### config.mk
export PLATFORM = sky130hd
export DESIGN_NAME = phased_tp_activator
export DESIGN_NICKNAME = d
export VERILOG_FILES = /design/src/rtl/tpa_pkg.sv /design/src/rtl/tpa_ctrl.sv /design/src/rtl/tpa_phase_dec.sv /design/src/rtl/tpa_tp_gate.sv /design/src/rtl/phased_tp_activator.sv
export SDC_FILE = /design/constraint.sdc
export NUM_CORES = 1
export LEC_CHECK = 0
export CAP_MARGIN = 20
export CORE_UTILIZATION = 50
export DETAILED_ROUTE_END_ITERATION = 8
export PLACE_DENSITY = 0.76
export SLEW_MARGIN = 0
export SYNTH_ARGS = -nofsm -noshare
export SYNTH_HDL_FRONTEND = slang
export SYNTH_SLANG_ARGS = --single-unit
### constraint.sdc
create_clock -name clk -period 1.95 [get_ports clk]
set_clock_uncertainty 0.15 [all_clocks]
set_input_delay 0.2925 -clock clk [delete_from_list [all_inputs] [get_ports clk]]
set_output_delay 0.2925 -clock clk [all_outputs]
set_load 0.1 [all_outputs]
### src/rtl/tpa_pkg.sv
package tpa_pkg;
  localparam int EPOCH_W    = 2;
  localparam int NUM_EPOCHS = 1 << EPOCH_W;

  typedef logic [EPOCH_W-1:0] epoch_t;

  typedef enum logic [1:0] {
    ST_IDLE = 2'd0,
    ST_RUN  = 2'd1,
    ST_DONE = 2'd2
  } tpaState_t;

  // strobes from the sequencer to the decode/gating path
  typedef struct packed {
    logic   testOn;
    epoch_t epoch;
  } tpaStrobes_t;
endpackage

### src/rtl/tpa_ctrl.sv
module tpa_ctrl
  import tpa_pkg::*;
#(
  parameter int CNT_W = 16
) (
  input  logic             clk,
  input  logic             rst_n,
  input  logic             startTest,
  input  logic [CNT_W-1:0] patternsPerEpoch,
  input  logic             patternStrobe,
  output tpaStrobes_t      strb,
  output epoch_t           epoch,
  output logic             done
);
  localparam epoch_t LAST_EPOCH = epoch_t'(NUM_EPOCHS - 1);

  tpaState_t        state;
  epoch_t           epochQ;
  logic [CNT_W-1:0] patCnt;
  logic [CNT_W-1:0] lastIdx;
  logic [CNT_W-1:0] lastIdxNext;
  logic             running;

  // a programmed count of zero behaves as one pattern per epoch
  always_comb begin
    if (patternsPerEpoch == '0) lastIdxNext = '0;
    else                        lastIdxNext = patternsPerEpoch - CNT_W'(1);
  end

  always_ff @(posedge clk or negedge rst_n) begin
    if (!rst_n) begin
      state   <= ST_IDLE;
      epochQ  <= '0;
      patCnt  <= '0;
      lastIdx <= '0;
    end else begin
      case (state)
        ST_RUN: begin
          if (patternStrobe) begin
            if (patCnt == lastIdx) begin
              patCnt <= '0;
              if (epochQ == LAST_EPOCH) state  <= ST_DONE;
              else                      epochQ <= epochQ + epoch_t'(1);
            end else begin
              patCnt <= patCnt + CNT_W'(1);
            end
          end
        end
        default: begin
          if (startTest) begin
            state   <= ST_RUN;
            epochQ  <= '0;
            patCnt  <= '0;
            lastIdx <= lastIdxNext;
          end
        end
      endcase
    end
  end

  assign running     = (state == ST_RUN);
  assign done        = (state == ST_DONE);
  assign epoch       = epochQ;
  assign strb.testOn = running;
  assign strb.epoch  = epochQ;

  // epoch only steps up by one, or returns to zero on a new session
  assert_epoch_step_R10: assert property (@(posedge clk) disable iff (!rst_n)
    (epochQ != $past(epochQ)) |-> ((epochQ == $past(epochQ) + epoch_t'(1)) || (epochQ == '0)));

  // a start during a running session leaves the epoch alone
  assert_start_ignored_R2: assert property (@(posedge clk) disable iff (!rst_n)
    (running && startTest && !patternStrobe) |=> (running && $stable(epochQ)));

  // strobes outside a session move nothing
  assert_idle_strobe_R4: assert property (@(posedge clk) disable iff (!rst_n)
    (!running && !startTest) |=> ($stable(epochQ) && $stable(done)));

  // done holds with epoch frozen at the last epoch until restarted
  assert_done_frozen_R9: assert property (@(posedge clk) disable iff (!rst_n)
    (done && !startTest) |=> (done && epochQ == LAST_EPOCH));
endmodule

### src/rtl/tpa_phase_dec.sv
module tpa_phase_dec
  import tpa_pkg::*;
#(
  parameter logic [NUM_EPOCHS-1:0] ZERO_MASK = 4'b0110,
  parameter logic [NUM_EPOCHS-1:0] ONE_MASK  = 4'b1100
) (
  input  tpaStrobes_t strb,
  output logic        passG,
  output logic        forceH
);
  logic [NUM_EPOCHS-1:0] epochHot;

  for (genvar e = 0; e < NUM_EPOCHS; e++) begin : g_hot
    assign epochHot[e] = strb.testOn && (strb.epoch == epoch_t'(e));
  end

  assign passG  = ~|(epochHot & ZERO_MASK);
  assign forceH =  |(epochHot & ONE_MASK);
endmodule

### src/rtl/tpa_tp_gate.sv
module tpa_tp_gate
  import tpa_pkg::*;
#(
  parameter int G_W = 1,
  parameter int H_W = 1,
  parameter logic [NUM_EPOCHS-1:0] ZERO_MASK = 4'b0110,
  parameter logic [NUM_EPOCHS-1:0] ONE_MASK  = 4'b1100
) (
  input  logic           clk,
  input  logic           rst_n,
  input  tpaStrobes_t    strb,
  input  logic           passG,
  input  logic           forceH,
  input  logic [G_W-1:0] sigG,
  input  logic [H_W-1:0] sigH,
  output logic [G_W-1:0] ctlG,
  output logic [H_W-1:0] ctlH
);
  // AND-type point: blocks to zero; OR-type point: forces to one
  assign ctlG = sigG & {G_W{passG}};
  assign ctlH = sigH | {H_W{forceH}};


  assert_force_zero_R5: assert property (@(posedge clk) disable iff (!rst_n)
    (strb.testOn && ZERO_MASK[strb.epoch]) |-> (ctlG == '0));
  // transparent outside its forcing epochs
  assert_pass_g_R6: assert property (@(posedge clk) disable iff (!rst_n)
    !(strb.testOn && ZERO_MASK[strb.epoch]) |-> (ctlG == sigG));

  assert_force_one_R7: assert property (@(posedge clk) disable iff (!rst_n)
    (strb.testOn && ONE_MASK[strb.epoch]) |-> (ctlH == '1));

  assert_pass_h_R8: assert property (@(posedge clk) disable iff (!rst_n)
    !(strb.testOn && ONE_MASK[strb.epoch]) |-> (ctlH == sigH));
endmodule

### src/rtl/phased_tp_activator.sv
module phased_tp_activator
  import tpa_pkg::*;
#(
  parameter int CNT_W = 16,
  parameter int G_W   = 1,
  parameter int H_W   = 1,
  parameter logic [NUM_EPOCHS-1:0] ZERO_MASK = 4'b0110,
  parameter logic [NUM_EPOCHS-1:0] ONE_MASK  = 4'b1100
) (
  input  logic             clk,
  input  logic             rst_n,
  input  logic             startTest,
  input  logic [CNT_W-1:0] patternsPerEpoch,
  input  logic             patternStrobe,
  input  logic [G_W-1:0]   sigG,
  input  logic [H_W-1:0]   sigH,
  output logic [G_W-1:0]   ctlG,
  output logic [H_W-1:0]   ctlH,
  output logic [1:0]       epoch,
  output logic             done
);
  tpaStrobes_t strb;
  epoch_t      epochInt;
  logic        passG;
  logic        forceH;

  tpa_ctrl #(.CNT_W(CNT_W)) ctrl_i (
    .clk(clk), .rst_n(rst_n), .startTest(startTest),
    .patternsPerEpoch(patternsPerEpoch), .patternStrobe(patternStrobe),
    .strb(strb), .epoch(epochInt), .done(done)
  );

  tpa_phase_dec #(.ZERO_MASK(ZERO_MASK), .ONE_MASK(ONE_MASK)) dec_i (
    .strb(strb), .passG(passG), .forceH(forceH)
  );

  tpa_tp_gate #(.G_W(G_W), .H_W(H_W), .ZERO_MASK(ZERO_MASK), .ONE_MASK(ONE_MASK)) gate_i (
    .clk(clk), .rst_n(rst_n), .strb(strb), .passG(passG), .forceH(forceH),
    .sigG(sigG), .sigH(sigH), .ctlG(ctlG), .ctlH(ctlH)
  );

  assign epoch = epochInt;
endmodule

== Yosys cells after proc, flatten, opt, wreduce, memory -nomap -nowiden ==
Cells that the tools add are included.

* Register bits: 36
* Memories kept: 0
* Word-level logic and storage cells: 47
* Bits in read-only memories: 0
* Bits in latches: 0
* Input bits: 22
* Output and inout port bits: 5
* Bits in writable memories: 0

* Mux-type cells: 15
* Reduce and logical (&&, ||, !) cells: 12
* Eq/ne operators: 10
* $mul: 0
* Bitwise logic cells: 3
* Add/sub/neg operators: 3
* Div/mod/pow operators: 0
* Shifts and indexed selects: 0
* $lt $le $gt $ge: 0

{| class="wikitable"
|+ Operators by type and width
! operator !! count
|-
| $mux 16 || 5
|-
| $mux 2 || 10
|-
| $add 16x1->16 const B || 1
|-
| $eq 16x16->1 || 1
|-
| $logic_not 16->1 || 1
|-
| $sub 16x1->16 const B || 1
|-
| $ne 2x2->1 const B || 4
|-
| $reduce_and 4->1 || 2
|-
| $eq 2x2->1 const B || 3
|-
| $eq 2x1->1 const B || 2
|-
| $reduce_and 2->1 || 2
|-
| $reduce_or 2->1 || 2
|-
| $logic_and 1x1->1 || 3
|-
| $add 2x1->2 const B || 1
|-
| $reduce_bool 2->1 || 1
|-
| $and 1x1->1 || 1
|-
| $logic_not 1->1 || 1
|-
| $not 1->1 || 1
|-
| $or 1x1->1 || 1
|}

== Longest topological paths before layout ==
* Depth in word-level cells: 5
* Depth in mapped cells: 7
* Depth with buffers taken out: 7

== Cells and area by module ==
A second synthesis with hierarchy kept.

* Cells, all modules: 237
* Area, all modules: 2189.6 µm²

{| class="wikitable"
|+ By module, submodules not included
! module !! area each (µm²) !! seq. area each (µm²) !! times used !! cells an instance
|-
| tpa_ctrl || 2157.1 || 900.9 || 1 || 232
|-
| tpa_phase_dec || 20.0 || 0.0 || 1 || 3
|-
| tpa_tp_gate || 12.5 || 0.0 || 1 || 2
|}

== Worst setup path after synthesis ==
No wires, ideal clock.

* Path type: reg-to-output
* Start point: register ctrl_i.epochQ[0] (netlist: ctrl_i.epoch[0])
* End point: output ctlG
* Path buffers: 0
* Arrival: 2224 ps
* Cell stages (with the launch flop): 5
* Required time: 1507 ps
* Path slack: -717 ps
* Path through: dfrtp_1 inv_1 ha_1 o21ai_0 and2_1

* Word-level cells in the longest chain between the ends: 5
* Elaborated cells on any way between the ends: 7
* Those cells by class: 2 x eq/ne; 1 x bitwise; 4 x reduce/logical

{| class="wikitable"
|+ Ends and longest elaborated chain
! element !! RTL line !! text
|-
| start: declaration || tpa_ctrl.sv:18 || <nowiki>epoch_t epochQ;</nowiki>
|-
| start signal: assignment || tpa_ctrl.sv:43 || <nowiki>else epochQ <= epochQ + epoch_t'(1);</nowiki>
|-
| $eq 2x1->1 or $eq 2x2->1 (tied branches) || tpa_phase_dec.sv:14 || <nowiki>assign epochHot[e] = strb.testOn && (strb.epoch == epoch_t'(e));</nowiki>
|-
| $logic_and 1x1->1 || tpa_phase_dec.sv:14 ||
|-
| $reduce_or 2->1 * || tpa_phase_dec.sv:17 || <nowiki>assign passG = ~|(epochHot & ZERO_MASK);</nowiki>
|-
| $logic_not 1->1 * || tpa_phase_dec.sv:17 ||
|-
| $and 1x1->1 * || tpa_tp_gate.sv:20 || <nowiki>assign ctlG = sigG & {G_W{passG}};</nowiki>
|-
| end: declaration || phased_tp_activator.sv:17 || <nowiki>output logic [G_W-1:0] ctlG,</nowiki>
|}

Every way passes the cells marked *; elsewhere a longest branch is shown, timed or not.

== Worst setup path in the final report ==
Same ends and word-level chain as after synthesis.

==> out/results.ini <==
[final_layout]
design_area_sq_um=3170
antenna-diode-count=0
instances_no_fill=366
final_cell_mix=52 x buf_4, 34 x dfrtp_1, 28 x nand2_1, 25 x xor2_1, 20 x clkdlybuf4s50_1
area_delta_synth_final_pct=41.3
final_nets=343
mostFrequentLayoutCell=buf_4
drive_gt1_frac=0.310
final_core_util=0.764

[cts]
cts_root_buf=clkbuf_8
cts_sinks=36
numCtsBuffers=5
clockBufferDepth=2
insertion_delay_ps=300
ctsHoldBuffers=0
cts_tree=done
clkTransAtPathRegs_ps=70
cts_max_level=2

[logic_synthesis]
ys_types=42
synth.avg_cell_area_sq_um=9.50
synth-edff-count=0
async_flop_share=1.00
ys_top_cells_by_area=dfrtp_1 40%, xor2_1 9.8%, nand2_1 4.9%
synth-main-ff-cell=dfrtp_1
synth_top_area_share=0.402
yosys.area.top_type=dfrtp_1
ys_ff_latch=36
synth-seq-area-share=0.402
syn_area_sq_um=2240
yosys_warnings=0
syn-num-nets=263
synthCells=236

[critical_path]
crit_buf_inv=1
path_delay_family=flip-flops
arrival_ps=1450
cp_max_fo=5
required_ps=1510
crit_path_cell_trace=ha_1, o21ai_1, and2_4, buf_12
critPathCaptureType=output pin
crit_type=reg2out
crit_cells=4
slowest_stage=dfrtp_4
startpoint_type=flip-flop
r2r_cells=6
cpPeakStageDelay_ps=510

[grt]
groute.usage.overall=0.258
grt_overflow=0
grt_pass1_wl_um=8910
first_global_vias=1973
grt_max_degree=37
antenna_found_initial=0

[placed_design]
dp_slack_ps=-320
gp_congestion=0.849
placed_area_sq_um=2940
hpwl_um=3810
placed_cells=348
numPortBuffers=26

[timing]
fmax_mhz=527
max_slew.worst_pin.slew_ps=451
min_period_ps=1900
finalCritPeriodShare=0.972
finalMaxSlewViolations=0
hold_viol_final=0
finalSetupTns_ps=0
setup_ws_ps=53.7
whs_ps=252
slew_headroom=0.699
rsz0062_at_grt=true
setup_viol=0

[pwr]
p_total_mw=2.07
power_density_nw_per_um2=653
p_leak_nw=1.43
irDropWorstVdd_v=0.000538

[drt]
drt_wl_total_um=5250
via_per_inst=5.63
drc=0
vias=2062
drtAntennaViolNets=0
drt_first_pass_iters=4
post_drt_wl_per_cell_um=14.3
first_iter_violations=127

[outcome]
outcome=finished, final reports clean

[job]
cap_violations=0

[floorplan]
core_sq_um=4140
fp.dieW_um=68.9
dieArea_sq_um=4750
die_y_um=68.9
rows=23
ioPinCount=27
initial_core_util=0.541

[hold_path]
hp-class=in2async

## final timing paths
path                                startpoint  slack (ps)            endpoint
min in group clk           patternsPerEpoch[1]         340   ctrl_i.lastIdx[1]
min reg2reg                 ctrl_i.lastIdx[12]         350  ctrl_i.lastIdx[12]
max in group asynchronous                rst_n        1050     ctrl_i.epoch[0]
min                                      rst_n         250    ctrl_i.patCnt[2]
max                            ctrl_i.epoch[0]          50                ctlG
max reg2reg                 ctrl_i.lastIdx[15]          60     ctrl_i.state[1]
## where the power goes
part	internal [mW]	switching (mW)
sequential	0.844	0.0795
combinational	0.292	0.335
clock	0.242	0.277
## routing by layer
layer  track usage  routed length, um
met4         0.110                105
met5             0                  0
met3        0.0345                217
met1         0.321               2310
met2         0.444               2610
## cell type report
cell class              count  area [sq um]
multi-input cells         182          1330
fillers                   284           977
flip-flops and latches     36           906
repair buffers             81           754
clock buffers               5          68.8
well taps                  50          62.6
inverters                  10          37.5
clock inverters             2          12.5
## timing repair
action | 4_1_cts | 5_1_grt
hold endpoints to repair | 0 | 0
pin swaps | 2 | 5
resized for setup | 4 | 16
setup buffers | 2 | 9
endpoints found under the setup margin | 4 | 26
## flip-flops by register name (all words and copies together), names as in the netlist
register / flops
ctrl_i.patCnt: 16
ctrl_i.state: 2
ctrl_i.epoch: 2
ctrl_i.lastIdx: 16
## cell families after synthesis
logic type                 synth area share
and+or+nand+nor                       0.273
AOI/OAI and AO/OA                     0.118
DFF                                   0.402
xor gates and xnor gates              0.121
buffers and inverters                0.0374
adders and majority gates            0.0279
muxes                                0.0201
## cells in the mapped netlist (2+ instances only)
cell,instances
a21oi_1,4
nor4_4,3
clkbuf_1,4
nor3_1,6
ha_1,5
dfrtp_1,36
nand2_1,29
mux2i_1,3
o22ai_1,3
buf_4,2
a21oi_2,2
nor2b_1,4
a31oi_1,5
xor2_1,25
nand4_1,10
and2_1,2
inv_1,10
and3_1,6
or3_1,4
xnor2_1,6
nor3_2,4
o21ai_0,21
o311ai_0,3
nand2b_1,2
nand3_1,9
nor2_1,10
nor4_2,3
Note: power is estimated with default switching activity, not from simulation.
